===== src/rtl/ufrm_pkg.sv =====
package ufrm_pkg;
  localparam int REG_W      = 32;
  localparam int FI_W_DEF   = 14;
  localparam int MPS_W_DEF  = 15;
  localparam int LST_W_DEF  = 15;
  localparam int FN_W_DEF   = 16;
  localparam int MPS_LSB    = 16;
  localparam int TOG_BIT    = 31;
  localparam int FI_RST_DEF = 11999;
  localparam int PS_RST_DEF = 'h3E67;
  localparam int LS_RST_DEF = 'h0628;
endpackage


===== src/rtl/ufrm_regs.sv =====
module ufrm_regs
  import ufrm_pkg::*;
#(
  parameter int FI_W   = FI_W_DEF,
  parameter int MPS_W  = MPS_W_DEF,
  parameter int LST_W  = LST_W_DEF,
  parameter int FI_RST = FI_RST_DEF,
  parameter int PS_RST = PS_RST_DEF,
  parameter int LS_RST = LS_RST_DEF
) (
  input  logic             clk,
  input  logic             rst_n,
  input  logic             ivl_wr,
  input  logic [REG_W-1:0] ivl_wdata,
  input  logic             pstart_wr,
  input  logic [FI_W-1:0]  pstart_wdata,
  input  logic             lsthr_wr,
  input  logic [LST_W-1:0] lsthr_wdata,
  output logic [FI_W-1:0]  fi,
  output logic [MPS_W-1:0] mps,
  output logic             tog,
  output logic [FI_W-1:0]  pstart,
  output logic [LST_W-1:0] lsthr
);
  always_ff @(posedge clk) begin
    if (!rst_n) begin
      fi     <= FI_W'(FI_RST);
      mps    <= '0;
      tog    <= 1'b0;
      pstart <= FI_W'(PS_RST);
      lsthr  <= LST_W'(LS_RST);
    end else begin
      if (ivl_wr) begin
        fi  <= ivl_wdata[FI_W-1:0];
        mps <= ivl_wdata[MPS_LSB +: MPS_W];
        tog <= ivl_wdata[TOG_BIT];
      end
      if (pstart_wr) pstart <= pstart_wdata;
      if (lsthr_wr)  lsthr  <= lsthr_wdata;
    end
  end

  AST_IVL_STORE: assert property (@(posedge clk) disable iff (!rst_n)
    ivl_wr |=> (fi == $past(ivl_wdata[FI_W-1:0]) && tog == $past(ivl_wdata[TOG_BIT])));
endmodule


===== src/rtl/ufrm_down_counter.sv =====
module ufrm_down_counter #(
  parameter int FI_W = 14
) (
  input  logic            clk,
  input  logic            rst_n,
  input  logic            adv,
  input  logic [FI_W-1:0] fi,
  input  logic            tog_in,
  output logic [FI_W-1:0] rem,
  output logic            rem_tog,
  output logic            reload_evt,
  output logic            sof
);
  function automatic logic [FI_W-1:0] next_count(input logic [FI_W-1:0] cur,
                                                 input logic [FI_W-1:0] ival);
    return (cur == '0) ? ival : cur - FI_W'(1);
  endfunction

  assign reload_evt = adv && (rem == '0);

  always_ff @(posedge clk) begin
    if (!rst_n) begin
      rem     <= '0;
      rem_tog <= 1'b0;
      sof     <= 1'b0;
    end else begin
      sof <= reload_evt;
      if (adv) rem <= next_count(rem, fi);
      if (reload_evt) rem_tog <= tog_in;
    end
  end

  AST_DECREMENT: assert property (@(posedge clk) disable iff (!rst_n)
    (adv && rem != '0) |=> (rem == $past(rem) - FI_W'(1) && $stable(rem_tog) && !sof));
  AST_RELOAD: assert property (@(posedge clk) disable iff (!rst_n)
    (adv && rem == '0) |=> (rem == $past(fi) && rem_tog == $past(tog_in) && sof));
  AST_IDLE_HOLD: assert property (@(posedge clk) disable iff (!rst_n)
    !adv |=> ($stable(rem) && $stable(rem_tog) && !sof));
endmodule


===== src/rtl/ufrm_frame_num.sv =====
module ufrm_frame_num #(
  parameter int FN_W = 16
) (
  input  logic            clk,
  input  logic            rst_n,
  input  logic            step,
  output logic [FN_W-1:0] frame,
  output logic            ovf
);
  function automatic logic top_flips(input logic [FN_W-1:0] a,
                                     input logic [FN_W-1:0] b);
    return a[FN_W-1] ^ b[FN_W-1];
  endfunction

  logic [FN_W-1:0] frame_nxt;
  assign frame_nxt = frame + FN_W'(1);

  always_ff @(posedge clk) begin
    if (!rst_n) begin
      frame <= '0;
      ovf   <= 1'b0;
    end else begin
      ovf <= step && top_flips(frame, frame_nxt);
      if (step) frame <= frame_nxt;
    end
  end

  AST_FRAME_STEP: assert property (@(posedge clk) disable iff (!rst_n)
    step |=> (frame == FN_W'($past(frame) + FN_W'(1))));
  AST_OVF_MSB: assert property (@(posedge clk) disable iff (!rst_n)
    ovf |-> (frame[FN_W-1] != $past(frame[FN_W-1])));
  AST_OVF_QUIET: assert property (@(posedge clk) disable iff (!rst_n)
    !step |=> (!ovf && $stable(frame)));
endmodule


===== src/rtl/usb_frame_timer.sv =====
module usb_frame_timer
  import ufrm_pkg::*;
#(
  parameter int FI_W   = FI_W_DEF,
  parameter int MPS_W  = MPS_W_DEF,
  parameter int LST_W  = LST_W_DEF,
  parameter int FN_W   = FN_W_DEF,
  parameter int FI_RST = FI_RST_DEF,
  parameter int PS_RST = PS_RST_DEF,
  parameter int LS_RST = LS_RST_DEF
) (
  input  logic             clk,
  input  logic             rst_n,
  input  logic             run_en,
  input  logic             bit_tick,
  input  logic             ivl_wr,
  input  logic [31:0]      ivl_wdata,
  input  logic             pstart_wr,
  input  logic [FI_W-1:0]  pstart_wdata,
  input  logic             lsthr_wr,
  input  logic [LST_W-1:0] lsthr_wdata,
  output logic [31:0]      ivl_rd,
  output logic [31:0]      remain_rd,
  output logic [FN_W-1:0]  frame_num,
  output logic [FI_W-1:0]  pstart_rd,
  output logic [LST_W-1:0] lsthr_rd,
  output logic             periodic_pri,
  output logic             sof_pulse,
  output logic             fno_pulse
);
  function automatic logic in_periodic(input logic [FI_W-1:0] left,
                                       input logic [FI_W-1:0] thr);
    return left <= thr;
  endfunction

  logic [FI_W-1:0]  fi, rem;
  logic [MPS_W-1:0] mps;
  logic             tog, rem_tog;
  logic             adv;
  logic             reload_evt;

  assign adv = run_en && bit_tick;

  ufrm_regs #(
    .FI_W(FI_W), .MPS_W(MPS_W), .LST_W(LST_W),
    .FI_RST(FI_RST), .PS_RST(PS_RST), .LS_RST(LS_RST)
  ) u_regs (
    .clk(clk), .rst_n(rst_n),
    .ivl_wr(ivl_wr), .ivl_wdata(ivl_wdata),
    .pstart_wr(pstart_wr), .pstart_wdata(pstart_wdata),
    .lsthr_wr(lsthr_wr), .lsthr_wdata(lsthr_wdata),
    .fi(fi), .mps(mps), .tog(tog),
    .pstart(pstart_rd), .lsthr(lsthr_rd)
  );

  ufrm_down_counter #(.FI_W(FI_W)) u_cnt (
    .clk(clk), .rst_n(rst_n), .adv(adv),
    .fi(fi), .tog_in(tog),
    .rem(rem), .rem_tog(rem_tog),
    .reload_evt(reload_evt), .sof(sof_pulse)
  );

  ufrm_frame_num #(.FN_W(FN_W)) u_fn (
    .clk(clk), .rst_n(rst_n), .step(reload_evt),
    .frame(frame_num), .ovf(fno_pulse)
  );

  always_comb begin
    ivl_rd                    = '0;
    ivl_rd[FI_W-1:0]          = fi;
    ivl_rd[MPS_LSB +: MPS_W]  = mps;
    ivl_rd[TOG_BIT]           = tog;
    remain_rd                 = '0;
    remain_rd[FI_W-1:0]       = rem;
    remain_rd[TOG_BIT]        = rem_tog;
  end

  assign periodic_pri = in_periodic(rem, pstart_rd);

  AST_SOF_FRAME: assert property (@(posedge clk) disable iff (!rst_n)
    sof_pulse |-> (frame_num != $past(frame_num)));
  AST_SOF_ONLY_ON_RELOAD: assert property (@(posedge clk) disable iff (!rst_n)
    !reload_evt |=> !sof_pulse);
endmodule


===== config.mk =====
export PLATFORM = sky130hd
export DESIGN_NAME = usb_frame_timer
export DESIGN_NICKNAME = d
export VERILOG_FILES = /design/src/rtl/ufrm_pkg.sv /design/src/rtl/ufrm_regs.sv /design/src/rtl/ufrm_down_counter.sv /design/src/rtl/ufrm_frame_num.sv /design/src/rtl/usb_frame_timer.sv
export SDC_FILE = /design/constraint.sdc
export NUM_CORES = 1
export LEC_CHECK = 0
export BUFFER_PORTS_ARGS = -buffer_cell sky130_fd_sc_hd__buf_2
export CAP_MARGIN = 10
export CORE_UTILIZATION = 30
export CTS_BUF_LIST = sky130_fd_sc_hd__clkbuf_8
export CTS_CLUSTER_DIAMETER = 120
export DETAILED_ROUTE_END_ITERATION = 8
export SYNTH_ARGS = -nofsm -noshare
export SYNTH_HDL_FRONTEND = slang
export SYNTH_HIERARCHICAL = 1
export SYNTH_SLANG_ARGS = --single-unit

===== constraint.sdc =====
create_clock -name clk -period 5.35 [get_ports clk]
set_input_delay 0.535 -clock clk [delete_from_list [all_inputs] [get_ports clk]]
set_output_delay 0.535 -clock clk [all_outputs]
set_load 0.05 [all_outputs]

; ---- Yosys cells after proc, flatten, opt, wreduce, memory -nomap -nowiden
; Cells that the tools add are included.
[word_totals]
elab_cells = 19
reg_bits = 92
input_bits = 68
output_inout_bits = 112
[op_classes]
reduce_logical = 4
addsub = 2
muxes = 1
order_cmp = 1
bitwise = 1
[ops]
columns = operator, n
row1 = "16-bit by 1-bit adder with 16-bit output, second input constant", 1
row2 = 14-bit <= comparator, 1
row3 = 14-bit zero test, 1
row4 = 14-bit 2-to-1 mux, 1
row5 = "14-bit by 1-bit subtractor with 14-bit output, second input constant", 1
row6 = 1-bit logical AND, 3
row7 = 1-bit bitwise XOR, 1

; ---- Logic depth before layout (Yosys ltp)
[depth]
ltp_word = 3
ltp_mapped = 8
depth_no_buf = 7

; ---- Modules after synthesis
; The synthesis kept the hierarchy.
[modules_own_cells]
columns = module, instances, cells_each, area_per_inst_um2, seq_area_each_um2
row1 = ufrm_regs, 1, 191, 2205.9, 1181.1
row2 = ufrm_down_counter, 1, 111, 925.9, 320.3
row3 = ufrm_frame_num, 1, 89, 800.8, 340.3
row4 = usb_frame_timer, 1, 71, 516.7, 0.0

; ---- Worst setup path after synthesis
; No wires, ideal clock.
[synth_timing]
path_type = reg-to-output
from = register u_cnt.rem[4]
to = output periodic_pri
arrival_ps = 2665
stages_incl_launch_ff = 6
required_ps = 4815
n_path_buf = 0
path_slack_ps = 2150
path_cell_list = dfxtp_1 ha_1 and4_1 o21ai_2 a311oi_1 o31ai_1
[synth_via]
elab_chain_cells = 1
[synth_lines]
columns = item, line_no
row1 = from (decl), ufrm_down_counter.sv:9  ; output logic [FI_W-1:0] rem,
row2 = from (signal assigned), ufrm_down_counter.sv:28  ; if (adv) rem <= next_count(rem, fi);
row3 = 14-bit <= comparator, usb_frame_timer.sv:33  ; return left <= thr;
row4 = to (decl), usb_frame_timer.sv:27  ; output logic periodic_pri,
; Every way passes these cells.

; ---- Final worst setup path
[layout_timing]
from = register u_cnt.rem[3]
to = output periodic_pri
; The elaborated chain is that of the path after synthesis.

==> results.json <==
{
  "grt_pass1_wl_um": 16830,
  "grt_overflow": 0,
  "drtIter0Drc": 136,
  "wl_um": 10670,
  "min_period_ps": 2809,
  "num_rows": 44,
  "critPathMaxStageDelay_ps": 570,
  "ir_drop_mv": 0.1260,
  "start_util_pct": 30.73,
  "cts_buffer_depth": 2,
  "grtUsageTotal_pct": 14.26,
  "crit_type": "reg -> out",
  "utilization_pct": 37.50,
  "port_buffers": 158,
  "final_common_cell": "buf_2",
  "place_hpwl_um": 7960,
  "ctsHoldBuffers": 0,
  "power_mw": 1.809,
  "dp_slack_ps": 2707,
  "wl_per_cell_um": 13.36,
  "setup_viol": 0,
  "fmax_mhz": 356.1,
  "synth_warnings": 6,
  "grt_max_degree": 90,
  "ios": 180,
  "min_path_type": "in -> reg",
  "root_buffer": "clkbuf_8",
  "cp.arrival_ps": 2270,
  "cp_cell_sequence": "ha_1 -> and4_1 -> o21ai_2 -> a311oi_1 -> o31ai_1 -> buf_2",
  "required_ps": 4820,
  "ys.flop_type": "dfxtp_1",
  "async_flop_share_pct": 0,
  "holdWs_ps": 373.1,
  "final_cell_mix": "buf_2, dfxtp_1, mux2i_1",
  "num_vias": 3791,
  "path_buf_inv": 1,
  "critical-path-top-delay-family": "flip-flops",
  "cts_tree": "done",
  "status": "completed",
  "antenna_found_initial": 1,
  "synth_seq_area_share_pct": 41.39,
  "register_area_um2": 1842,
  "crit_fanout": 11,
  "final_cells": 798,
  "place_area_um2": 5228,
  "synth_edf_count": 0,
  "drive_above_1_share_pct": 30.51,
  "nets": 692,
  "start_kind": "flop",
  "gp_congestion": 0.7813,
  "hold_viol": 0,
  "areaGrowthSynthToFinish_pct": 22.05,
  "maxCapViolCount": 0,
  "syn_inst": 462,
  "drc_errors": 0,
  "post_synth.cell_area_avg_um2": 9.630,
  "via_per_inst": 4.751,
  "cp_slowest_cell": "dfxtp_1",
  "postCtsSetupBuffers": 0,
  "htree_levels": 3,
  "postCtsResizedCells": 0,
  "ant_nets": 0,
  "multi_input_area_um2": 2271,
  "cts_buffers": 9,
  "worst_pin_slew_ps": 878.9,
  "clkLatencyLatePin_ps": 370,
  "end_kind": "primary output",
  "die-height_um": 123.8,
  "core_um2": 14480,
  "rsz0062_at_grt": "false",
  "fin_skew_ps": 5.202,
  "power_density_nw_per_um2": 333.1,
  "clock_sinks": 92,
  "setup-tns-final_ps": 0,
  "ys_seq_elements": 92,
  "relSlewSlack_pct": 41.40,
  "first_global_vias": 3460,
  "fin_ws_ps": 2541,
  "slew_violations": 0,
  "path_clk_slew_ps": 90,
  "final_cell_area_um2": 5430,
  "chipWidth_um": 123.8,
  "first_pass_iters": 4,
  "die-area_um2": 15320,
  "ys_types": 56,
  "min_period_over_period_pct": 52.50,
  "place_inst": 781,
  "num-fill-cells": 1467,
  "leakage_nw": 2.610,
  "netlist_area_um2": 4449
}
[cells in the mapped netlist, drive strengths merged, types with 3 or more instances]
library cell	n	area, um2
or3	3	18.77
o21ai	11	58.81
nand2b	5	31.28
buf	34	291.5
nand2	46	172.7
nor2	18	75.07
inv	21	78.82
o41ai	3	26.28
nor4	9	62.56
a21oi	14	70.07
ha	16	200.2
clkbuf	9	33.78
xor2	3	26.28
nand4	12	96.34
or4	9	71.32
dfxtp	92	1842
nor3	6	41.29
a31oi	3	18.77
nor2b	36	225.2
nand3	10	55.05
a21boi	5	37.53
mux2i	68	680.7
o31ai	8	60.06
[flip-flops by register name (all words and copies together), names as in the netlist]
| signal | count |
|---|---|
| u_cnt/rem | 14 |
| u_cnt/rem_tog | 1 |
| u_cnt/sof | 1 |
| u_fn/frame | 16 |
| u_fn/ovf | 1 |
| u_regs/fi | 14 |
| u_regs/lsthr | 15 |
| u_regs/mps | 15 |
| u_regs/pstart | 14 |
| u_regs/tog | 1 |
[worst min-delay path, stage by stage]
cell and delay [ps]:
buf_2 70, mux2i_1 50, nand2_1 60
[power breakdown]
part | internal, mW | leakage [nW] | total, mW | switching (mW)
Sequential | 0.730 | 0.756 | 0.786 | 0.0565
Clock | 0.218 | 0.0958 | 0.483 | 0.264
Combinational | 0.165 | 1.76 | 0.540 | 0.375
Total | 1.11 | 2.61 | 1.81 | 0.696
[per-layer routing]
layer  global-route usage, %  up-vias  part of all wire [%]
met5                       0        -                     0
met4                   6.175        0                   2.0
met3                   4.625       14                   7.6
met2                   22.92      131                    47
met1                   17.36     1769                    44
li1                        -     1877                     -
[path summary, 6_finish.rpt]
| kind | start | to | slack (ps) | cells past startpoint |
|---|---|---|---|---|
| max reg2reg | u_cnt/rem[3] | u_fn/frame[9] | 2750 | 7 |
| min | ivl_wdata[3] | u_regs/fi[3] | 370 | 3 |
| max | u_cnt/rem[3] | periodic_pri | 2540 | 6 |
| min reg2reg | u_cnt/rem_tog | u_cnt/rem_tog | 470 | 2 |
[layout make-up]
| cell class | count | share of cell area [%] |
|---|---|---|
| Inverter | 21 | 1.452 |
| Tap cell | 184 | 4.240 |
| Clock inverter | 7 | 1.406 |
| Sequential cell | 92 | 33.92 |
| Timing Repair Buffer | 160 | 14.84 |
| Antenna cell | 1 | 0.04608 |
| Multi-Input combinational cell | 324 | 41.82 |
| Clock buffer | 9 | 2.281 |
[cells by family after synthesis]
group	synth area share, %
XOR/XNOR	0.7875
AND/OR/NAND/NOR	20.64
buffers and inverters	9.083
other	0.08428
AO/OA/AOI/OAI	8.212
flip-flops	41.39
multiplexers	15.30
adder cells (fa/ha/maj)	4.499
No activity file was read; power rests on OpenSTA's default activity.
